`src/rtl/pwcand_pkg.sv`:
```
package pwcand_pkg;
  typedef struct packed {
    logic loadStr;
    logic stepStr;
  } genStrobe_t;
endpackage

```
`src/rtl/pwcand_ctrl.sv`:
```
module pwcand_ctrl
  import pwcand_pkg::*;
#(
  parameter int CNT_W = 32
) (
  input  logic             clk,
  input  logic             rst_n,
  input  logic             load,
  input  logic [CNT_W-1:0] total,
  input  logic             enable,
  output genStrobe_t       strobe,
  output logic             busy,
  output logic             done,
  output logic             candValid,
  output logic [CNT_W-1:0] candIdx
);
  logic [CNT_W-1:0] remainCnt;
  logic [CNT_W-1:0] emitCnt;
  logic             loadAcc;
  logic             stepNow;

  assign loadAcc = load && !busy;
  assign stepNow = busy && enable;
  assign strobe.loadStr = loadAcc;
  assign strobe.stepStr = stepNow;

  always_ff @(posedge clk or negedge rst_n) begin
    if (!rst_n) begin
      busy      <= 1'b0;
      done      <= 1'b0;
      remainCnt <= '0;
      emitCnt   <= '0;
      candValid <= 1'b0;
      candIdx   <= '0;
    end else if (loadAcc) begin
      busy      <= (total != '0);
      done      <= (total == '0);
      remainCnt <= total;
      emitCnt   <= '0;
      candValid <= 1'b0;
    end else begin
      candValid <= stepNow;
      if (stepNow) begin
        candIdx   <= emitCnt;
        emitCnt   <= emitCnt + 1'b1;
        remainCnt <= remainCnt - 1'b1;
        if (remainCnt == CNT_W'(1)) begin
          busy <= 1'b0;
          done <= 1'b1;
        end
      end
    end
  end

  assert_done_idle_R5: assert property (@(posedge clk) disable iff (!rst_n)
    done |-> !busy);
  assert_done_held_R5: assert property (@(posedge clk) disable iff (!rst_n)
    (done && !load) |=> done);
  assert_idle_quiet_R5: assert property (@(posedge clk) disable iff (!rst_n)
    !busy |=> !candValid);
  assert_idx_step_R3: assert property (@(posedge clk) disable iff (!rst_n)
    (candValid && $past(candValid)) |-> candIdx == $past(candIdx) + 1'b1);
  assert_pause_hold_R4: assert property (@(posedge clk) disable iff (!rst_n)
    !enable |=> (!candValid && $stable(candIdx)));
  assert_busy_load_R9: assert property (@(posedge clk) disable iff (!rst_n)
    (busy && load && !enable) |=> $stable(remainCnt));
endmodule

```
`src/rtl/pwcand_datapath.sv`:
```
module pwcand_datapath
  import pwcand_pkg::*;
#(
  parameter int          NUM_POS    = 8,
  parameter int          CHAR_W     = 8,
  parameter logic [7:0]  CHAR_FIRST = 8'h41,
  parameter logic [7:0]  CHAR_LAST  = 8'h5A
) (
  input  logic                        clk,
  input  logic                        rst_n,
  input  genStrobe_t                  strobe,
  input  logic [NUM_POS*CHAR_W-1:0]   startStr,
  output logic [NUM_POS*CHAR_W-1:0]   candStr
);
  localparam int STR_W = NUM_POS * CHAR_W;
  localparam logic [CHAR_W-1:0] FIRST_C  = CHAR_W'(CHAR_FIRST);
  localparam logic [CHAR_W-1:0] LAST_C   = CHAR_W'(CHAR_LAST);
  localparam logic [CHAR_W-1:0] PRELAST  = CHAR_W'(CHAR_LAST) - 1'b1;
  localparam logic SINGLE_CODE = (CHAR_FIRST == CHAR_LAST);

  logic [CHAR_W-1:0]  curChar [NUM_POS];
  logic [STR_W-1:0]   curStr;
  logic [NUM_POS-1:0] lastFlag, carryIn;
  logic [NUM_POS-1:0] nextLast, nextCarry;
  logic [NUM_POS-1:0] loadLast, loadCarry;

  // Flag next-state is computed from the current flags and characters,
  // in parallel with the increment, never from the incremented result.
  always_comb begin
    for (int p = 0; p < NUM_POS; p++) begin
      if (carryIn[p])
        nextLast[p] = lastFlag[p] ? SINGLE_CODE : (curChar[p] == PRELAST);
      else
        nextLast[p] = lastFlag[p];
      loadLast[p] = (startStr[p*CHAR_W +: CHAR_W] == LAST_C);
    end
    nextCarry[0] = 1'b1;
    loadCarry[0] = 1'b1;
    for (int p = 1; p < NUM_POS; p++) begin
      nextCarry[p] = nextCarry[p-1] & nextLast[p-1];
      loadCarry[p] = loadCarry[p-1] & loadLast[p-1];
    end
  end

  always_ff @(posedge clk or negedge rst_n) begin
    if (!rst_n) begin
      lastFlag <= {NUM_POS{SINGLE_CODE}};
      carryIn  <= SINGLE_CODE ? {NUM_POS{1'b1}} : NUM_POS'(1);
    end else if (strobe.loadStr) begin
      lastFlag <= loadLast;
      carryIn  <= loadCarry;
    end else if (strobe.stepStr) begin
      lastFlag <= nextLast;
      carryIn  <= nextCarry;
    end
  end

  for (genvar p = 0; p < NUM_POS; p++) begin : g_pos
    always_ff @(posedge clk or negedge rst_n) begin
      if (!rst_n)
        curChar[p] <= FIRST_C;
      else if (strobe.loadStr)
        curChar[p] <= startStr[p*CHAR_W +: CHAR_W];
      else if (strobe.stepStr && carryIn[p])
        curChar[p] <= lastFlag[p] ? FIRST_C : curChar[p] + 1'b1;
    end
    assign curStr[p*CHAR_W +: CHAR_W] = curChar[p];

    assert_flag_match_R10: assert property (@(posedge clk) disable iff (!rst_n)
      lastFlag[p] == (curChar[p] == LAST_C));
    assert_wrap_R7: assert property (@(posedge clk) disable iff (!rst_n)
      (strobe.stepStr && !strobe.loadStr && carryIn[p] && curChar[p] == LAST_C)
        |=> curChar[p] == FIRST_C);
    if (p > 0) begin : g_carry_chk
      assert_carry_match_R10: assert property (@(posedge clk) disable iff (!rst_n)
        carryIn[p] == (carryIn[p-1] && curChar[p-1] == LAST_C));
    end
  end

  always_ff @(posedge clk or negedge rst_n) begin
    if (!rst_n)
      candStr <= '0;
    else if (strobe.stepStr && !strobe.loadStr)
      candStr <= curStr;
  end

  assert_string_hold_R4: assert property (@(posedge clk) disable iff (!rst_n)
    (!strobe.stepStr && !strobe.loadStr) |=> $stable(curStr) && $stable(candStr));
endmodule

```
`src/rtl/pwcand_gen.sv`:
```
module pwcand_gen
  import pwcand_pkg::*;
#(
  parameter int          NUM_POS    = 8,
  parameter int          CHAR_W     = 8,
  parameter logic [7:0]  CHAR_FIRST = 8'h41,
  parameter logic [7:0]  CHAR_LAST  = 8'h5A,
  parameter int          CNT_W      = 32
) (
  input  logic                       clk,
  input  logic                       rst_n,
  input  logic                       load,
  input  logic [NUM_POS*CHAR_W-1:0]  startStr,
  input  logic [CNT_W-1:0]           total,
  input  logic                       enable,
  output logic                       candValid,
  output logic [NUM_POS*CHAR_W-1:0]  candStr,
  output logic [CNT_W-1:0]           candIdx,
  output logic                       busy,
  output logic                       done
);
  genStrobe_t strobe;

  pwcand_ctrl #(.CNT_W(CNT_W)) ctrl_i (
    .clk(clk), .rst_n(rst_n), .load(load), .total(total), .enable(enable),
    .strobe(strobe), .busy(busy), .done(done),
    .candValid(candValid), .candIdx(candIdx)
  );

  pwcand_datapath #(
    .NUM_POS(NUM_POS), .CHAR_W(CHAR_W),
    .CHAR_FIRST(CHAR_FIRST), .CHAR_LAST(CHAR_LAST)
  ) dp_i (
    .clk(clk), .rst_n(rst_n), .strobe(strobe),
    .startStr(startStr), .candStr(candStr)
  );
endmodule

```
`config.mk`:
```
export PLATFORM = sky130hd
export DESIGN_NAME = pwcand_gen
export DESIGN_NICKNAME = d
export VERILOG_FILES = /design/src/rtl/pwcand_pkg.sv /design/src/rtl/pwcand_ctrl.sv /design/src/rtl/pwcand_datapath.sv /design/src/rtl/pwcand_gen.sv
export SDC_FILE = /design/constraint.sdc
export NUM_CORES = 1
export LEC_CHECK = 0
export CORE_MARGIN = 1
export CORE_UTILIZATION = 40
export DETAILED_ROUTE_END_ITERATION = 6
export SLEW_MARGIN = 20
export SYNTH_ARGS = -nofsm -noshare
export SYNTH_HDL_FRONTEND = slang
export SYNTH_SLANG_ARGS = --single-unit
```
`constraint.sdc`:
```
create_clock -name clk -period 3.2 [get_ports clk]
set_input_delay 0.32 -clock clk [delete_from_list [all_inputs] [get_ports clk]]
set_output_delay 0.32 -clock clk [all_outputs]
set_load 0.02 [all_outputs]
```
==> PnR_summary.wiki <==
{| class="wikitable"
! Metric !! Value
|-
| Status || finished clean
|-
| Largest buffer count on any clock path || 3
|-
| Origin of the worst setup path || ctrl_i.remainCnt[6]
|-
| Cell Pwr Density || 565 mW/mm²
|-
| H-tree depth || 1
|-
| Number of antenna cells inserted || 0
|-
| Sequential Power Share || 43.0%
|-
| Via density per instance || 5.42
|-
| R2r endpoint || ctrl_i.remainCnt[31]
|-
| Slew Limit Headroom || 40.9%
|-
| Ordered list of cells on the worst path || or4_1 > nor4_4 > nand3_2 > o311ai_0 > nand2_1
|-
| Number of remaining DRC errors || 0
|-
| Final setup violation count || 0
|-
| Average detailed-routed wire length per instance || 17.4 µm
|-
| Final worst setup slack || 0.728 ns
|-
| Peak supply drop || 323 µV
|-
| Skew final || 0.0109 ns
|-
| Number of DRC violations after detailed-routing iteration 0 || 701
|-
| Ys flop type || sky130_fd_sc_hd__dfrtp_1
|-
| Leakage dissipation || 0.00675 µW
|-
| Post-placement worst setup slack || 0.662 ns
|-
| Largest area contributor in the netlist || sky130_fd_sc_hd__dfrtp_1
|-
| Setup_tns || 0 ns
|-
| Maximum number of pins on one net before global-route repair || 136
|-
| Overall die area || 0.0307 mm²
|-
| Placed wire-length estimate || 23,300 µm
|-
| Area of the mapped netlist || 0.0120 mm²
|-
| Startpoint-to-endpoint class of the critical path || reg -> reg
|-
| Yosys synthesis warning count || 0
|-
| Number of slew-limit violations in the final report || 0
|-
| Post-route clock period utilization || 77.2%
|-
| Hold Path Class || in -> async
|-
| Launch instance of the worst register-to-register path || ctrl_i.remainCnt[6]
|-
| Number of top-level design ports || 199
|-
| Core region area || 0.0296 mm²
|-
| WP buf/inv || 0
|-
| Dominant cells by area after synthesis || sky130_fd_sc_hd__dfrtp_1, sky130_fd_sc_hd__nand2_1, sky130_fd_sc_hd__dfstp_2, sky130_fd_sc_hd__o21ai_0, sky130_fd_sc_hd__nor2_1
|-
| Top achievable clock speed || 0.405 GHz
|-
| Leading cell types by count after synthesis || sky130_fd_sc_hd__nand2_1, sky130_fd_sc_hd__dfrtp_1, sky130_fd_sc_hd__nor2_1
|-
| Fraction of final layout cells sized beyond drive strength 1 || 7.09%
|-
| Worst EP arrival || 2.88 ns
|-
| Wire length on met3 || 1870 µm
|-
| Area share of the largest cell type after synthesis || 46.9%
|-
| Critical Path Sink || ctrl_i.remainCnt[31]
|-
| Routed length on met2 || 15,000 µm
|-
| Final hold violations || 0
|-
| Placed Instance Area || 0.0144 mm²
|-
| Via count || 10,451
|-
| Combined flip-flop and latch cell area || 0.00605 mm²
|-
| Kind of launch point of the worst setup path || register
|-
| All-Layer GR Usage || 22.2%
|-
| Clock share of power || 39.2%
|-
| Vert. Die Dim || 175 µm
|-
| Total non-filler cell area in the finished layout || 0.0154 mm²
|-
| Quantity of I/O buffers inserted on ports || 198
|-
| Required time of the critical path || 3.61 ns
|-
| Synthesized instance count || 1,341
|-
| Capturing element type of the critical path || register
|-
| Switching power of the nets || 2470 µW
|-
| Clock period minus final worst setup slack || 2.47 ns
|-
| Synth-to-layout area growth || 28.5%
|-
| Sw Share || 28.4%
|-
| Flop and latch count out of synthesis || 241
|-
| Worst path max stage delay || 0.69 ns
|-
| Peak fanout along the critical path || 9
|-
| Starting density of the core || 40.6%
|-
| CTS tree || built
|-
| Number of distinct standard cells referenced by the synthesized netlist || 69
|-
| Internal power of the cells || 6240 µW
|-
| Number of enable flip-flop cells after synthesis || 0
|-
| Post-CTS Setup Inserts || 0
|-
| Insertion delay to the later sink of the worst-skew pair || 0.53 ns
|-
| DR top layer || met4
|-
| DRT antenna net count || 0
|-
| Path depth of the worst reg2reg path || 5
|-
| Cell at the root of the clock tree || sky130_fd_sc_hd__clkbuf_16
|-
| Number of global-route vias before repair || 10,372
|-
| Filler Cells Inserted || 2,814
|-
| Synth Net Count || 1,460
|-
| Clock slew at reported path FFs || 0.06 ns
|-
| DRT Wirelength || 33,600 µm
|-
| Unrepaired setup endpoints after global routing || no
|-
| Antenna violations before repair || 0
|-
| Mean cell area of the mapped netlist || 8.95 µm²
|-
| Die X || 175 µm
|-
| Power consumption || 8710 µW
|-
| Finished Core Util || 52.2%
|-
| Final #Nets || 1,637
|-
| Crit. path cell count || 5
|-
| Multi-input gate area in the final layout || 0.00557 mm²
|-
| Least-Margin Pin Slew || 0.887 ns
|-
| Sequential fraction of the synthesis area || 50.4%
|-
| Global-route wire length before repair || 55,300 µm
|-
| Most common cell in the synthesized netlist || sky130_fd_sc_hd__nand2_1
|-
| Power share of the combinational group || 17.9%
|-
| TritonCTS Sinks || 241
|-
| Max cap viols || 0
|-
| Async set or reset register ratio after synthesis || 100%
|-
| Drt pass-1 iters || 7
|-
| Critical path's slowest cell || sky130_fd_sc_hd__or4_1
|-
| M1 WL || 16,000 µm
|-
| Row cnt || 63
|-
| Final estimated routing congestion in global placement || 0.824
|-
| Crit-path leading delay family || simple AND/OR/NAND/NOR gates
|-
| Total gr overflow || 0
|-
| Number of buffers created by CTS || 27
|-
| Reg-to-reg setup timing slack || 0.73 ns
|}
[flip-flops by register name, indices dropped and copies added (netlist names)]
| name | count |
|---|---|
| dp_i.curChar | 64 |
| ctrl_i.done | 1 |
| dp_i.carryIn | 6 |
| dp_i.lastFlag | 8 |
| ctrl_i.candValid | 1 |
| dp_i.candStr | 64 |
| ctrl_i.busy | 1 |
| ctrl_i.candIdx | 32 |
| ctrl_i.emitCnt | 32 |
| ctrl_i.remainCnt | 32 |
[final cells by class]
class	instances	share of cell area [%]
multi-input cells	998	36.2
flip-flops and latches	241	39.2
repair buffers	220	14.3
inverters	30	0.747
clock buffers	37	5.02
well taps	390	3.16
clock inverters	12	1.38
[power by group through the flow]
stage               Sequential (µW)  Combinational (µW)  Clock (µW)
detailed placement             3780                1560           0
finish                         3740                1560        3410
global placement               3780                1550           0
global route                   3800                1730        3610
CTS                            3740                1570        3500
floorplan                      3810                 835           0
[per-stage QoR]
stage          std cells  hold slack, ns
3_3_place_gp        1878           0.288
5_1_grt             1928           0.353
4_1_cts             1928           0.319
6_report            1928           0.310
2_1_floorplan       1341          0.0244
3_5_place_dp        1878           0.290
[cells in the final DEF, fill, tap and decap left out, types with 16 or more instances in the layout]
cell type / instances
sky130_fd_sc_hd__a22oi_1: 16
sky130_fd_sc_hd__buf_4: 17
sky130_fd_sc_hd__nand3_1: 49
sky130_fd_sc_hd__o21ai_0: 75
sky130_fd_sc_hd__clkbuf_16: 27
sky130_fd_sc_hd__nor3_1: 40
sky130_fd_sc_hd__xnor2_1: 22
sky130_fd_sc_hd__o311ai_0: 18
sky130_fd_sc_hd__inv_1: 29
sky130_fd_sc_hd__a21oi_1: 54
sky130_fd_sc_hd__a221o_1: 18
sky130_fd_sc_hd__ha_1: 19
sky130_fd_sc_hd__nor4_1: 22
sky130_fd_sc_hd__nand2_1: 365
sky130_fd_sc_hd__dfrtp_1: 225
sky130_fd_sc_hd__dfstp_2: 16
sky130_fd_sc_hd__nor2_1: 80
sky130_fd_sc_hd__and3_1: 18
sky130_fd_sc_hd__clkdlybuf4s50_1: 197
[worst register-to-register path: stages (launching register included)]
cell,delay [ns]
sky130_fd_sc_hd__dfrtp_1,0.42
sky130_fd_sc_hd__or4_1,0.69
sky130_fd_sc_hd__nor4_4,0.53
sky130_fd_sc_hd__nand3_2,0.27
sky130_fd_sc_hd__o311ai_0,0.36
sky130_fd_sc_hd__nand2_1,0.08
[logic make-up after synthesis]
family | share of synthesized area (%)
adder cells (fa/ha/maj) | 1.98
AO/OA/AOI/OAI | 15.1
AND/OR/NAND/NOR | 26.4
multiplexers | 0.584
flip-flops | 50.4
XOR/XNOR | 2.19
buffers and inverters | 3.30
[worst min path at each step]
stage / endpoint / slack, ns / cells past startpoint
final: dp_i.candStr[51] / 0.31 / 2
after global placement: dp_i.candStr[51] / 0.29 / 1
after floorplan: ctrl_i.busy / 0.02 / 0
after global routing: dp_i.candStr[51] / 0.35 / 2
after detailed placement: dp_i.candStr[51] / 0.29 / 1
after CTS: dp_i.curChar[6] / 0.32 / 3
[repair_timing]
| action | 4_1_cts | 5_1_grt |
|---|---|---|
| hold buffers | 1 | 0 |
| endpoints found under the hold margin | 49 | 0 |
| gates resized for setup | 0 | 0 |
[metal layers]
layer	vias up	global-route usage [%]
met1	5045	32.0
met2	239	34.6
li1	5121	-
met4	0	5.18
met3	46	3.92
met5	-	0
Note: power is estimated with default switching activity, not from simulation.
